<file path="src/rtl/usb_oep_pkg.sv">
package usb_oep_pkg;

    localparam int MPS_W = 11;
    localparam int RD_W  = MPS_W + 9;
    localparam int WR_W  = MPS_W + 11;

    // field positions shared by read and write words
    localparam int B_ACT   = MPS_W;
    localparam int B_KIND  = MPS_W + 1;
    localparam int B_SNOOP = MPS_W + 3;
    localparam int B_STALL = MPS_W + 4;
    localparam int B_ENA   = MPS_W + 5;
    localparam int B_DIS   = MPS_W + 6;
    // read-only status positions
    localparam int B_NAK   = MPS_W + 7;
    localparam int B_ODD   = MPS_W + 8;
    // write-only command positions
    localparam int B_CNAK  = MPS_W + 7;
    localparam int B_SNAK  = MPS_W + 8;
    localparam int B_SEVEN = MPS_W + 9;
    localparam int B_SODD  = MPS_W + 10;

    typedef enum logic [1:0] {
        EP_CTRL = 2'd0,
        EP_ISO  = 2'd1,
        EP_BULK = 2'd2,
        EP_INTR = 2'd3
    } ep_kind_e;

    typedef enum logic [1:0] {
        HS_NONE  = 2'b00,
        HS_ACK   = 2'b01,
        HS_NAK   = 2'b10,
        HS_STALL = 2'b11
    } hs_code_e;

    typedef struct packed {
        logic             odd;
        logic             nak;
        logic             dis;
        logic             ena;
        logic             stall;
        logic             snoop;
        ep_kind_e         kind;
        logic             active;
        logic [MPS_W-1:0] mps;
    } ep_state_t;

    function automatic logic [RD_W-1:0] pack_rd(input ep_state_t s);
        return {s.odd, s.nak, s.dis, s.ena, s.stall, s.snoop,
                s.kind, s.active, s.mps};
    endfunction

endpackage

</file>
<file path="src/rtl/usb_oep_regs.sv">
module usb_oep_regs
    import usb_oep_pkg::*;
#(
    parameter int EP_NUM = 5
) (
    input  logic            clk,
    input  logic            rst,
    input  logic            wr_en,
    input  logic [WR_W-1:0] wr_data,
    input  logic            setup_tok,
    input  logic            setup_done,
    input  logic            xfer_done,
    input  logic            dis_ack,
    input  logic            usb_reset,
    output ep_state_t       st,
    output logic            int_setup_done,
    output logic            int_xfer_done,
    output logic            int_disabled
);

    ep_state_t nxt;

    always_comb begin
        nxt = st;
        if (wr_en) begin
            nxt.mps    = wr_data[MPS_W-1:0];
            nxt.active = wr_data[B_ACT];
            nxt.kind   = ep_kind_e'(wr_data[B_KIND+1:B_KIND]);
            nxt.snoop  = wr_data[B_SNOOP];
            unique case (st.kind)
                EP_CTRL: if (wr_data[B_STALL]) nxt.stall = 1'b1;
                EP_BULK,
                EP_INTR: nxt.stall = wr_data[B_STALL];
                EP_ISO:  nxt.stall = st.stall;
            endcase
            if (wr_data[B_ENA])           nxt.ena = 1'b1;
            if (wr_data[B_DIS] && st.ena) nxt.dis = 1'b1;
            if (wr_data[B_CNAK])          nxt.nak = 1'b0;
            if (wr_data[B_SNAK])          nxt.nak = 1'b1;
            if (wr_data[B_SEVEN])         nxt.odd = 1'b0;
            if (wr_data[B_SODD])          nxt.odd = 1'b1;
        end
        // hardware updates take precedence over software
        if (setup_tok) begin
            nxt.nak = 1'b1;
            if (st.kind == EP_CTRL) nxt.stall = 1'b0;
        end
        if (xfer_done) begin
            nxt.nak = 1'b1;
            nxt.ena = 1'b0;
        end
        if (setup_done) nxt.ena = 1'b0;
        if (dis_ack && st.dis) begin
            nxt.ena = 1'b0;
            nxt.dis = 1'b0;
        end
        if (usb_reset && (EP_NUM != 0)) nxt.active = 1'b0;
    end

    always_ff @(posedge clk) begin
        if (rst) begin
            st             <= '0;
            int_setup_done <= 1'b0;
            int_xfer_done  <= 1'b0;
            int_disabled   <= 1'b0;
        end else begin
            st             <= nxt;
            int_setup_done <= setup_done;
            int_xfer_done  <= xfer_done;
            int_disabled   <= dis_ack && st.dis;
        end
    end

    AST_NAK_HW_SET: assert property (@(posedge clk) disable iff (rst)
        (setup_tok || xfer_done) |=> st.nak);

    AST_CTRL_STALL_CLR: assert property (@(posedge clk) disable iff (rst)
        (setup_tok && st.kind == EP_CTRL) |=> !st.stall);

    AST_DIS_NEEDS_ENA: assert property (@(posedge clk) disable iff (rst)
        $rose(st.dis) |-> $past(st.ena));

    AST_INT_AFTER_CLR: assert property (@(posedge clk) disable iff (rst)
        (int_setup_done || int_xfer_done || int_disabled) |-> !st.ena);

    generate
        if (EP_NUM != 0) begin : g_bus_reset_chk
            AST_BUS_RST_INACTIVE: assert property (@(posedge clk) disable iff (rst)
                usb_reset |=> !st.active);
        end
    endgenerate

endmodule

</file>
<file path="src/rtl/usb_oep_resp.sv">
module usb_oep_resp
    import usb_oep_pkg::*;
(
    input  logic     clk,
    input  logic     rst,
    input  logic     active,
    input  logic     ena,
    input  logic     nak,
    input  logic     stall,
    input  logic     odd,
    input  ep_kind_e kind,
    input  logic     setup_tok,
    input  logic     out_pkt,
    input  logic     fifo_room,
    input  logic     gnak_out,
    input  logic     frame_odd,
    output hs_code_e hs,
    output logic     accept
);

    hs_code_e hs_d;
    logic     acc_d;
    logic     live;
    logic     blocked;

    assign live    = active && ena;
    assign blocked = nak || gnak_out;

    always_comb begin
        hs_d  = HS_NONE;
        acc_d = 1'b0;
        if (setup_tok) begin
            hs_d  = HS_ACK;
            acc_d = 1'b1;
        end else if (out_pkt && live) begin
            if (kind == EP_ISO) begin
                acc_d = (frame_odd == odd) && !blocked && fifo_room;
            end else if (stall) begin
                hs_d = HS_STALL;
            end else if (blocked || !fifo_room) begin
                hs_d = HS_NAK;
            end else begin
                hs_d  = HS_ACK;
                acc_d = 1'b1;
            end
        end
    end

    always_ff @(posedge clk) begin
        if (rst) begin
            hs     <= HS_NONE;
            accept <= 1'b0;
        end else begin
            hs     <= hs_d;
            accept <= acc_d;
        end
    end

    AST_SETUP_ACK: assert property (@(posedge clk) disable iff (rst)
        setup_tok |=> (hs == HS_ACK && accept));

    AST_STALL_WINS: assert property (@(posedge clk) disable iff (rst)
        (out_pkt && !setup_tok && live && stall && kind != EP_ISO)
        |=> (hs == HS_STALL && !accept));

    AST_NAK_BLOCKS: assert property (@(posedge clk) disable iff (rst)
        (out_pkt && !setup_tok && blocked) |=> !accept);

    AST_ISO_PARITY: assert property (@(posedge clk) disable iff (rst)
        (out_pkt && !setup_tok && kind == EP_ISO && frame_odd != odd)
        |=> (!accept && hs == HS_NONE));

    AST_IDLE_SILENT: assert property (@(posedge clk) disable iff (rst)
        (out_pkt && !setup_tok && !live) |=> (hs == HS_NONE && !accept));

endmodule

</file>
<file path="src/rtl/usb_oep_ctrl.sv">
module usb_oep_ctrl
    import usb_oep_pkg::*;
#(
    parameter int EP_NUM = 5
) (
    input  logic            clk,
    input  logic            rst,
    input  logic            wr_en,
    input  logic [WR_W-1:0] wr_data,
    output logic [RD_W-1:0] rd_data,
    input  logic            setup_tok,
    input  logic            out_pkt,
    input  logic            fifo_room,
    input  logic            gnak_out,
    input  logic            frame_odd,
    input  logic            setup_done,
    input  logic            xfer_done,
    input  logic            dis_ack,
    input  logic            usb_reset,
    output logic [1:0]      hs_code,
    output logic            pkt_accept,
    output logic            int_setup_done,
    output logic            int_xfer_done,
    output logic            int_disabled
);

    ep_state_t st;
    hs_code_e  hs;

    usb_oep_regs #(.EP_NUM(EP_NUM)) u_regs (
        .clk            (clk),
        .rst            (rst),
        .wr_en          (wr_en),
        .wr_data        (wr_data),
        .setup_tok      (setup_tok),
        .setup_done     (setup_done),
        .xfer_done      (xfer_done),
        .dis_ack        (dis_ack),
        .usb_reset      (usb_reset),
        .st             (st),
        .int_setup_done (int_setup_done),
        .int_xfer_done  (int_xfer_done),
        .int_disabled   (int_disabled)
    );

    usb_oep_resp u_resp (
        .clk       (clk),
        .rst       (rst),
        .active    (st.active),
        .ena       (st.ena),
        .nak       (st.nak),
        .stall     (st.stall),
        .odd       (st.odd),
        .kind      (st.kind),
        .setup_tok (setup_tok),
        .out_pkt   (out_pkt),
        .fifo_room (fifo_room),
        .gnak_out  (gnak_out),
        .frame_odd (frame_odd),
        .hs        (hs),
        .accept    (pkt_accept)
    );

    assign rd_data = pack_rd(st);
    assign hs_code = hs;

    AST_RESET_QUIET: assert property (@(posedge clk)
        rst |=> (rd_data == '0 && hs_code == 2'b00 && !pkt_accept));

endmodule

</file>
<file path="config.mk">
export PLATFORM = sky130hd
export DESIGN_NAME = usb_oep_ctrl
export DESIGN_NICKNAME = d
export VERILOG_FILES = /design/src/rtl/usb_oep_pkg.sv /design/src/rtl/usb_oep_regs.sv /design/src/rtl/usb_oep_resp.sv /design/src/rtl/usb_oep_ctrl.sv
export SDC_FILE = /design/constraint.sdc
export NUM_CORES = 1
export LEC_CHECK = 0
export ABC_AREA = 1
export BUFFER_PORTS_ARGS = -buffer_cell sky130_fd_sc_hd__buf_2
export CAP_MARGIN = 20
export CORE_UTILIZATION = 45
export DETAILED_ROUTE_END_ITERATION = 16
export GPL_ROUTABILITY_DRIVEN = 1
export HOLD_SLACK_MARGIN = 0.12
export PLACE_DENSITY = 0.87
export SYNTH_ARGS = -nofsm -noshare
export SYNTH_HDL_FRONTEND = slang
export SYNTH_SLANG_ARGS = --single-unit
</file>
<file path="constraint.sdc">
create_clock -name clk -period 1.88 [get_ports clk]
set_input_delay 0.376 -clock clk [delete_from_list [all_inputs] [get_ports clk]]
set_output_delay 0.376 -clock clk [all_outputs]
set_load 0.005 [all_outputs]
</file>
Yosys cells after proc, flatten, opt, wreduce, memory -nomap -nowiden
Index checks and enable logic that the tools add are counted.
{"block": "totals", "register_bits": 26, "latchBits": 0, "ramBits": 0, "rom_bits": 0, "input_bits": 34, "output_inout_bits": 26, "memories": 0}
{"block": "op_classes", "add_sub_neg": 0, "mul": 0, "n_div": 0, "n_lt_le_gt_ge": 0, "eq_ne": 4, "shifts": 0, "muxes": 23, "bitwise_logic": 1, "reduce_logical": 23}
{"cell": "two-way mux 1 bit", "n": 19}
{"cell": "two-way mux 19 bit", "n": 1}
{"cell": "AND reduction 2 bit", "n": 4}
{"cell": "OR reduction 4 bit", "n": 2}
{"cell": "logical AND 1 bit", "n": 6}
{"cell": "OR reduction 2 bit", "n": 3}
{"cell": "== test 2 bit, second input constant", "n": 2}
{"cell": "two-way mux 2 bit", "n": 2}
{"cell": "nonzero test 4 bit", "n": 1}
{"cell": "one-hot mux 1 bit (3 select lines)", "n": 1}
{"cell": "nonzero test 3 bit", "n": 1}
{"cell": "== test 2 x 1 -> 1 bit, second input constant", "n": 1}
{"cell": "logical NOT 1 bit", "n": 2}
{"cell": "logical NOT 2 bit", "n": 1}
{"cell": "logical OR 1 bit", "n": 2}
{"cell": "nonzero test 2 bit", "n": 1}
{"cell": "== test 1 bit", "n": 1}
{"cell": "NOT 1 bit", "n": 1}

Longest topological paths before layout
Gate-level depths: netlist of the first run.
{"block": "depth", "word_depth": 7, "ltp_mapped": 7}

By module
Synthesis of the first run repeated with hierarchy kept, for this count alone.
{"block": "unflattened", "cells_unflattened": 138, "area_unflattened_um2": 1036.0}
{"module": "usb_oep_regs", "n_inst": 1, "cells_per_inst": 110, "area_per_inst_um2": 848.3}
{"module": "usb_oep_resp", "n_inst": 1, "cells_per_inst": 28, "area_per_inst_um2": 187.7}

Worst setup path before layout of the first run
Ideal clock, no wire load.
{"block": "synth_timing", "path_type": "input -> register", "startpoint": "input port rst", "endpoint": "register u_regs.st[16] (netlist name)", "setup_ps": 88, "arrival_ps": 816, "required_ps": 1792, "slack_ps": 976, "path_stages": 4, "path_cell_list": "buf_6 inv_2 nand2_1 nor4_2"}
{"block": "synth_between", "elab_chain_cells": 1}
{"element": "start, declared", "line_no": "usb_oep_ctrl.sv:7", "source": "input logic rst,"}
{"element": "OR reduction 4 bit (no source line)"}
Every way passes these cells.
A chain may end at the register's enable or synchronous reset.

Final worst setup path of the first run
{"block": "layout_timing", "startpoint": "register u_regs.st[18] (netlist name)", "endpoint": "output port rd_data[18]"}
{"element": "end, declared", "line_no": "usb_oep_ctrl.sv:10", "source": "output logic [RD_W-1:0] rd_data,"}
No word-level cell between the ends.

==> flow_metrics.tcl, run 1 <==
set metrics [dict create \
    finalHoldViolations 0 \
    switching_share_pct 24.68 \
    synth_area_sq_um 1020 \
    place_area_sq_um 1275 \
    synth_cell_types 17 \
    drt-initial-drc-count 20 \
    crit_family "flip-flops" \
    detail-route-antenna-nets 0 \
    regToRegEndpoint "u_resp.accept" \
    timing.rr.start "u_regs.st[18]" \
    path_clk_slew_ps 130 \
    worstMarginPinSlew_ps 346.9 \
    die_w_microns 49.61 \
    drive_gt1_share_pct 35.87 \
    crit_type "flip-flop to primary output" \
    crit_arrival_ps 860 \
    cts_buffer_depth 2 \
    finalInstanceArea_sq_um 1297 \
    mappedNetlistNets 166 \
    first_pass_iters 4 \
    routedWlPerCell_microns 11.00 \
    finalCritPeriodShare_pct 65.73 \
    r2r_slack_ps 920 \
    synth.avg_cell_area_sq_um 7.725 \
    setup_viol 0 \
    end_kind "primary output" \
    grt_usage_pct 21.03 \
    synth.area.top_cells "dfxtp_1 51%, nor2_1 13%, o21ai_0 6.4%, nand2_1 5.9%, buf_4 5.2%" \
    root_buffer "clkbuf_4" \
    rsz0062_at_grt "no" \
    slowest_delay_ps 420 \
    required_ps 1500 \
    area_delta_synth_final_pct 27.24 \
    slew_headroom_pct 76.88 \
    holdPathEnd "u_regs.st[11]" \
    finalWorstSetupSlack_ps 644.3 \
    synth_cells 132 \
    cap_viol_max_count 0 \
    cp_max_fo 4 \
    gp_congestion 0.7025 \
    hold_depth 2 \
    fillers 208 \
    post_drt_via_cell_ratio 4.877 \
    cts_setup_buffers 0 \
    grt_pass1_vias 968 \
    diodes 0 \
    grt_overflow 0 \
    multi_input_area_sq_um 376.6 \
    finalNetCount 220 \
    grt_pass1_wl_microns 4091 \
    cts_tree "yes" \
    vias 1029 \
    cts_buffers 3 \
    combPwrFrac_pct 14.9 \
    leakage_nw 0.7049 \
    route.detailed.drc 0 \
    hold_start "usb_reset" \
    period_minus_slack_ps 1236 \
    grt_max_degree 23 \
    internal_power_uw 724.3 \
    fin_hold_ws_ps 227.5 \
    path_cells "buf_2" \
    cts.sinks 26 \
    cp_num_buf_inv 1 \
    rows 16 \
    seq_power_share_pct 62.2 \
    status "finished clean" \
    fmax_ghz 0.8093 \
    p_sw_uw 237.3 \
    dieArea_sq_um 2461 \
    finalWirelength_microns 2321 \
    regArea_sq_um 520.5 \
    reg2regPathDepth 7 \
    yosysTopAreaCell "dfxtp_1" \
    ys_seq_area_share_pct 51.04 \
    yosys_register_bits 26 \
    cts_hold_buffers 0 \
    slew_violations 0 \
    grt_antenna_before_repair 0 \
    worst_path_max_delay_cell "dfxtp_1" \
    io_buffers 59 \
    clkLatencyLatePin_ps 300 \
    start_util_pct 49.94 \
    htree_levels 1 \
    startpoint_type "flip-flop" \
    pwr_density_cell_nw_per_um2 741.1 \
    skew_ps 2.850 \
    yosysWarnings 0 \
    synth.top_cell.area_share_pct 51.04 \
    tns_ps 0 \
    power_frac_clock_pct 22.9 \
    die-height_microns 49.61 \
    ir_drop_mv 0.4757 \
    post_cts_resized 0 \
    dpl.hpwl_microns 1805 \
    cp-startpoint "u_regs.st[18]" \
    fin_util_pct 63.54 \
    floorplan.core_area_sq_um 2042 \
    dpl_worst_slack_ps 494.9 \
    ios 60 \
    hold_class "primary input to flip-flop" \
]
## layer usage
metal	part of all wire (%)	GRT usage (%)	up-vias
met5	0	0	-
met4	0.26	6.667	0
met3	5.8	3.395	2
met2	51	37.84	41
met1	43	25.14	465
li1	-	-	521
## final cells by class
| type | instances | area share (%) |
|---|---|---|
| inverter | 13 | 3.761 |
| clock buffer | 3 | 1.736 |
| timing repair buffer | 59 | 22.76 |
| tap | 27 | 2.604 |
| sequential | 26 | 40.12 |
| multi-input combinational | 83 | 29.03 |
## power by group through the flow
stage          combinational (mW)  clock [mW]  sequential (mW)
5_1_grt                     0.164       0.252            0.603
3_5_place_dp                0.144           0            0.611
2_1_floorplan              0.0748           0            0.612
6_report                    0.143       0.220            0.598
3_3_place_gp                0.138           0            0.609
4_1_cts                     0.145       0.227            0.598
## worst max-delay path by stage
stage                    endpoint  slack, ps  depth (start not counted)
CTS                   rd_data[18]        640                          1
floorplan           u_regs.st[16]        980                          4
global route          rd_data[16]        580                          1
detailed placement  u_regs.st[15]        490                          6
finish                rd_data[18]        640                          1
global placement    u_regs.st[15]        560                          6
## cell usage in the layout (no fill, tap or decap)
| cell | count |
|---|---|
| buf_2 | 59 |
| nor2_1 | 34 |
| dfxtp_1 | 26 |
| nand2_1 | 16 |
| o21ai_0 | 13 |
| inv_1 | 11 |
| a21oi_1 | 7 |
| nand3_1 | 4 |
| o21ai_1 | 3 |
| clkbuf_4 | 3 |
| inv_2 | 2 |
| nor4_2 | 2 |
| nand3b_1 | 1 |
| nor4_1 | 1 |
| o311ai_1 | 1 |
| a31oi_1 | 1 |
## Yosys cell counts
master and count:
o21ai_0 13, inv_2 2, nor2_1 34, nor4_2 2, nor4_1 1, nand2_1 16
buf_6 1, nand3_1 4, dfxtp_1 26, o311ai_1 1, a21oi_1 7, buf_2 2
inv_1 11, o21ai_1 3, a31oi_1 1, nand3b_1 1, buf_4 7
## kinds of logic after synthesis
family,synth area share (%)
AOI/OAI and AO/OA,12.76
buffers and inverters,12.02
DFF,51.04
and+or+nand+nor,24.17
## through the flow
| stage | total power, mW | cells |
|---|---|---|
| after floorplan | 0.6867 | 132 |
| after global placement | 0.7476 | 208 |
| after detailed placement | 0.7545 | 208 |
| after CTS | 0.9703 | 211 |
| after global routing | 1.019 | 211 |
| final | 0.9616 | 211 |
## registers in the layout, summed over array words and instances (netlist names)
signal,flops
u_regs.st,20
u_regs.int_disabled,1
u_regs.int_xfer_done,1
u_resp.accept,1
u_regs.int_setup_done,1
u_resp.hs,2
Power figures use the tool's default switching activity.
==> run 2: changes to the inputs <==
Settings changed: CORE_UTILIZATION 45 to 42, PLACE_DENSITY 0.87 to 0.83.
Clock period 1.88 ns to 1.15 ns, I/O delays scaled along.
==> run 2 against run 1 <==
Against the previous run: non-clock buffer count increased by 10; utilization decreased by 0.61 points; critical path depth unchanged; global-route usage decreased by 1.1 points; design area increased by 9.4%; largest power group unchanged.
==> flow_metrics.tcl, run 2 (synthesized netlist as in run 1, its figures left out) <==
set metrics [dict create \
    hold_class "primary input to flip-flop" \
    cts.sinks 26 \
    leakage_nw 0.7633 \
    cts_buffer_depth 2 \
    path_cells "buf_2" \
    grt_pass1_wl_microns 3960 \
    rows 17 \
    slowest_delay_ps 410 \
    period_minus_slack_ps 1090 \
    grt_max_degree 17 \
    diodes 0 \
    cp-startpoint "u_regs.st[12]" \
    p_total_mw 1.847 \
    grt_antenna_before_repair 0 \
    r2r_slack_ps 180 \
    finalWorstSetupSlack_ps 59.92 \
    worst_path_max_delay_cell "dfxtp_1" \
    post_drt_via_cell_ratio 4.695 \
    tns_ps 0 \
    clkLatencyLatePin_ps 310 \
    worstSetupPathDepth 1 \
    routedWlPerCell_microns 10.74 \
    slew_headroom_pct 84.41 \
    gp_congestion 0.7118 \
    timing.rr.start "u_regs.st[18]" \
    top_register "u_regs.st" \
    regToRegEndpoint "u_resp.accept" \
    skew_ps 7.579 \
    largest_reg_flops 20 \
    drive_gt1_share_pct 36.41 \
    cp_max_fo 4 \
    io_buffers 59 \
    path_clk_slew_ps 140 \
    dieArea_sq_um 2629 \
    cts_buffers 3 \
    required_ps 920 \
    reg2regPathDepth 7 \
    setup_viol 0 \
    worstMarginPinSlew_ps 230.2 \
    final_common_cell "buf_2" \
    detail-route-antenna-nets 0 \
    area_delta_synth_final_pct 39.14 \
    grt_pass1_vias 983 \
    first_pass_iters 6 \
    dpl.hpwl_microns 1876 \
    end_kind "primary output" \
    dpl_worst_slack_ps 193.1 \
    status "finished clean" \
    pwr_density_cell_nw_per_um2 1302 \
    ios 60 \
    die-height_microns 51.28 \
    ir_drop_mv 0.9024 \
    largestRegisters "u_regs.st x20, u_resp.hs x2" \
    htree_levels 1 \
    cts_tree "yes" \
    finalHoldViolations 0 \
    cp_num_buf_inv 1 \
    rsz0062_at_grt "no" \
    crit_type "flip-flop to primary output" \
    cts_setup_buffers 0 \
    startpoint_type "flip-flop" \
    finalWirelength_microns 2396 \
    drt-initial-drc-count 14 \
    vias 1047 \
    layout_common_cells "59 x buf_2, 34 x nor2_1, 26 x dfxtp_1, 16 x nand2_1, 13 x o21ai_0" \
    finalNetCount 230 \
    root_buffer "clkbuf_4" \
    slew_violations 0 \
    crit_end "rd_data[12]" \
    grt_usage_pct 19.91 \
    grt_overflow 0 \
    fillers 214 \
    floorplan.core_area_sq_um 2255 \
    crit_family "flip-flops" \
    route.detailed.drc 0 \
    finalCritPeriodShare_pct 94.79 \
    start_util_pct 45.23 \
    die_w_microns 51.28 \
    crit_arrival_ps 860 \
    fmax_ghz 0.9174 \
    cap_viol_max_count 0 \
]
[run 2: changes by cell type in the layout (fill, tap and decap cells not counted), sizes merged]
cell | previous run | this run
dlygate4sd3 | 0 | 6
buf | 59 | 63
bufinv | 0 | 1
[run 2: worst reg2reg max path, stage by stage, from the launching register on]
cell	delay, ps
dfxtp_1	360
inv_1	60
nand2_1	50
nor2_1	120
nand2_1	70
nand2_1	60
nand3_1	70
a21oi_1	130
[run 2: stage by stage]
stage	std cells	hold slack, ps	instance area, sq um	utilization [%]
floorplan	132	301.0	1020	-
global placement	213	413.1	1306	57.94
detailed placement	213	409.0	1306	57.94
CTS	223	130.9	1419	62.93
global route	223	131.6	1419	62.93
finish	223	139.5	1419	62.93
[run 2: timing repair]
action                    CTS  global route
hold endpoints to repair    6             0
gates resized for setup     0             0
hold buffers                6             0
[run 2: layer usage]
layer	routed length [microns]	track usage [%]	vias to the layer above
li1	-	-	540
met4	13	6.757	0
met2	1230	36.84	43
met3	171	3.274	2
met5	0	0	-
met1	980	22.89	462
[run 2: worst min-delay path by stage]
stage,start,to,slack [ps],cells past startpoint
after global placement,usb_reset,u_regs.st[11],410,2
after detailed placement,usb_reset,u_regs.st[11],410,2
after global routing,wr_data[0],u_regs.st[0],130,3
after floorplan,usb_reset,u_regs.st[11],300,1
final,wr_data[6],u_regs.st[6],140,3
after CTS,wr_data[6],u_regs.st[6],130,3
[run 2: cell type report]
type                            instances  area [sq um]  area share, %
Sequential cell                        26         520.5          36.68
Timing Repair Buffer                   69         385.4          27.16
Multi-Input combinational cell         83         376.6          26.54
Inverter                               13         48.80          3.439
Tap cell                               28         35.03          2.469
Clock inverter                          1         30.03          2.116
Clock buffer                            3         22.52          1.587
[run 2: where the power goes]
part	switching (mW)	internal, mW	total [mW]
clock network	0.256	0.352	0.608
logic	0.127	0.133	0.260
registers	0.0274	0.952	0.979
==> run 3: changes to the inputs <==
Settings changed: BUFFER_PORTS_ARGS -buffer_cell sky130_fd_sc_hd__buf_2 to not set, CORE_UTILIZATION 42 to 55, DONT_BUFFER_PORTS set to 1, PLACE_DENSITY 0.83 to 0.75.
==> run 3 against run 2 <==
Against the previous run: non-clock buffer count decreased by 41; fmax decreased by 0.38%; total power decreased by 16%; design area decreased by 9.8%; critical path type is now primary input to flip-flop; largest power group unchanged.
==> flow_metrics.tcl, run 3 (synthesized netlist as in run 1, its figures left out) <==
set metrics [dict create \
    status "finished clean" \
    cts.sinks 26 \
    hold_depth 2 \
    grt_pass1_wl_microns 3312 \
    leakage_nw 0.5605 \
    ir_drop_mv 1.034 \
    finalWirelength_microns 2363 \
    grt_pass1_vias 801 \
    grt_antenna_before_repair 0 \
    grt_usage_pct 22.86 \
    wl_met1_microns 979 \
    pwr_density_cell_nw_per_um2 1214 \
    drive_gt1_share_pct 4.575 \
    cts_hold_buffers 24 \
    met2_length_microns 1258 \
    root_buffer "clkbuf_4" \
    fin_util_pct 74.13 \
    grt_overflow 0 \
    tns_ps 0 \
    route.detailed.drc 0 \
    htree_levels 1 \
    cap_viol_max_count 0 \
    floorplan.core_area_sq_um 1727 \
    timing.rr.start "u_regs.st[18]" \
    gp_congestion 0.6211 \
    largest_reg_flops 20 \
    routedWlPerCell_microns 13.28 \
    switching_share_pct 24.17 \
    internal_power_mw 1.178 \
    finalHoldViolations 0 \
    cp_max_fo 12 \
    rsz0062_at_grt "no" \
    dpl.hpwl_microns 1372 \
    ios 60 \
    rows 15 \
    path_clk_slew_ps 130 \
    fin_hold_ws_ps 86.67 \
    regToRegEndpoint "u_resp.accept" \
    clkLatencyLatePin_ps 310 \
    reg2regPathDepth 7 \
    cts_setup_buffers 0 \
    holdPathEnd "u_regs.st[8]" \
    cp-startpoint "wr_en" \
    hold_class "primary input to flip-flop" \
    drt-initial-drc-count 7 \
    layout_common_cells "34 x nor2_1, 28 x dlygate4sd3_1, 26 x dfxtp_1, 16 x nand2_1, 13 x o21ai_0" \
    slew_violations 0 \
    finalNetCount 189 \
    skew_ps 5.850 \
    fillers 144 \
    post_cts_resized 0 \
    cts_buffers 3 \
    startpoint_type "primary input" \
    top_register "u_regs.st" \
    seq_power_share_pct 63.8 \
    cts_buffer_depth 2 \
    power_frac_clock_pct 23.5 \
    setup_viol 0 \
    wl_met3_microns 102 \
    post_drt_via_cell_ratio 5.129 \
    diodes 0 \
    grt_max_degree 23 \
    p_sw_uw 375.5 \
    area_delta_synth_final_pct 25.52 \
    maxUsedRoutingLayer "met4" \
    final_common_cell "nor2_1" \
    fmax_ghz 0.9139 \
    crit_arrival_ps 1290 \
    cts_tree "yes" \
    die-height_microns 45.06 \
    die_w_microns 45.06 \
    largestRegisters "u_regs.st x20, u_resp.hs x2" \
    start_util_pct 59.06 \
    detail-route-antenna-nets 0 \
    dieArea_sq_um 2030 \
    required_ps 1340 \
    combPwrFrac_pct 12.7 \
    period_minus_slack_ps 1094 \
    finalCritPeriodShare_pct 95.15 \
    hold_start "wr_en" \
    slew_headroom_pct 69.66 \
    end_kind "flip-flop" \
    vias 913 \
    worstMarginPinSlew_ps 453.6 \
    first_pass_iters 4 \
    crit_type "primary input to flip-flop" \
    io_buffers 0 \
    r2r_slack_ps 160 \
]
-- run 3: cell count changes in the layout (fill, tap and decap cells not counted), sizes merged --
cell	delta
buf	-63
dlygate4sd3	+22
bufinv	-1
-- run 3: layout make-up --
cell class	count	area [sq um]	area share [%]
Inverter	13	48.80	3.812
Clock buffer	3	22.52	1.760
Timing Repair Buffer	28	280.3	21.90
Tap cell	25	31.28	2.444
Sequential cell	26	520.5	40.66
Multi-Input combinational cell	83	376.6	29.42
-- run 3: routing by layer --
metal | vias to the layer above | global-route usage, %
met4 | 0 | 9.697
met5 | - | 0
met3 | 2 | 6.400
met1 | 422 | 26.07
li1 | 460 | -
met2 | 29 | 39.71
-- run 3: stage by stage --
step / power [mW] / cells / worst slack (ps) / instance area, sq um
after floorplan: 1.123 / 132 / 321.4 / 1020
after global placement: 1.110 / 147 / 260.4 / 977.2
after detailed placement: 1.116 / 147 / 195.5 / 977.2
after CTS: 1.540 / 174 / 158.8 / 1240
after global routing: 1.620 / 178 / 24.37 / 1280
final: 1.554 / 178 / 55.81 / 1280
-- run 3: power groups by stage --
| stage | Clock [mW] | Combinational (mW) | Sequential (mW) |
|---|---|---|---|
| 3_5_place_dp | 0 | 0.105 | 1.01 |
| 2_1_floorplan | 0 | 0.122 | 1.00 |
| 6_report | 0.365 | 0.197 | 0.991 |
| 4_1_cts | 0.371 | 0.178 | 0.991 |
| 3_3_place_gp | 0 | 0.0997 | 1.01 |
| 5_1_grt | 0.402 | 0.219 | 0.998 |
-- run 3: worst max-delay path, stage by stage --
cell and delay [ps]:
dlygate4sd3_1 820, nand2_1 100, nand2_1 70, a31oi_1 70
-- run 3: worst max-delay path by stage --
| stage | cells past startpoint | slack, ps | to |
|---|---|---|---|
| global placement | 6 | 260 | u_resp.hs[0] |
| CTS | 6 | 160 | u_resp.hs[0] |
| finish | 4 | 60 | u_regs.st[18] |
| floorplan | 6 | 320 | u_resp.hs[0] |
| global route | 7 | 20 | u_resp.accept |
| detailed placement | 6 | 200 | u_resp.hs[0] |
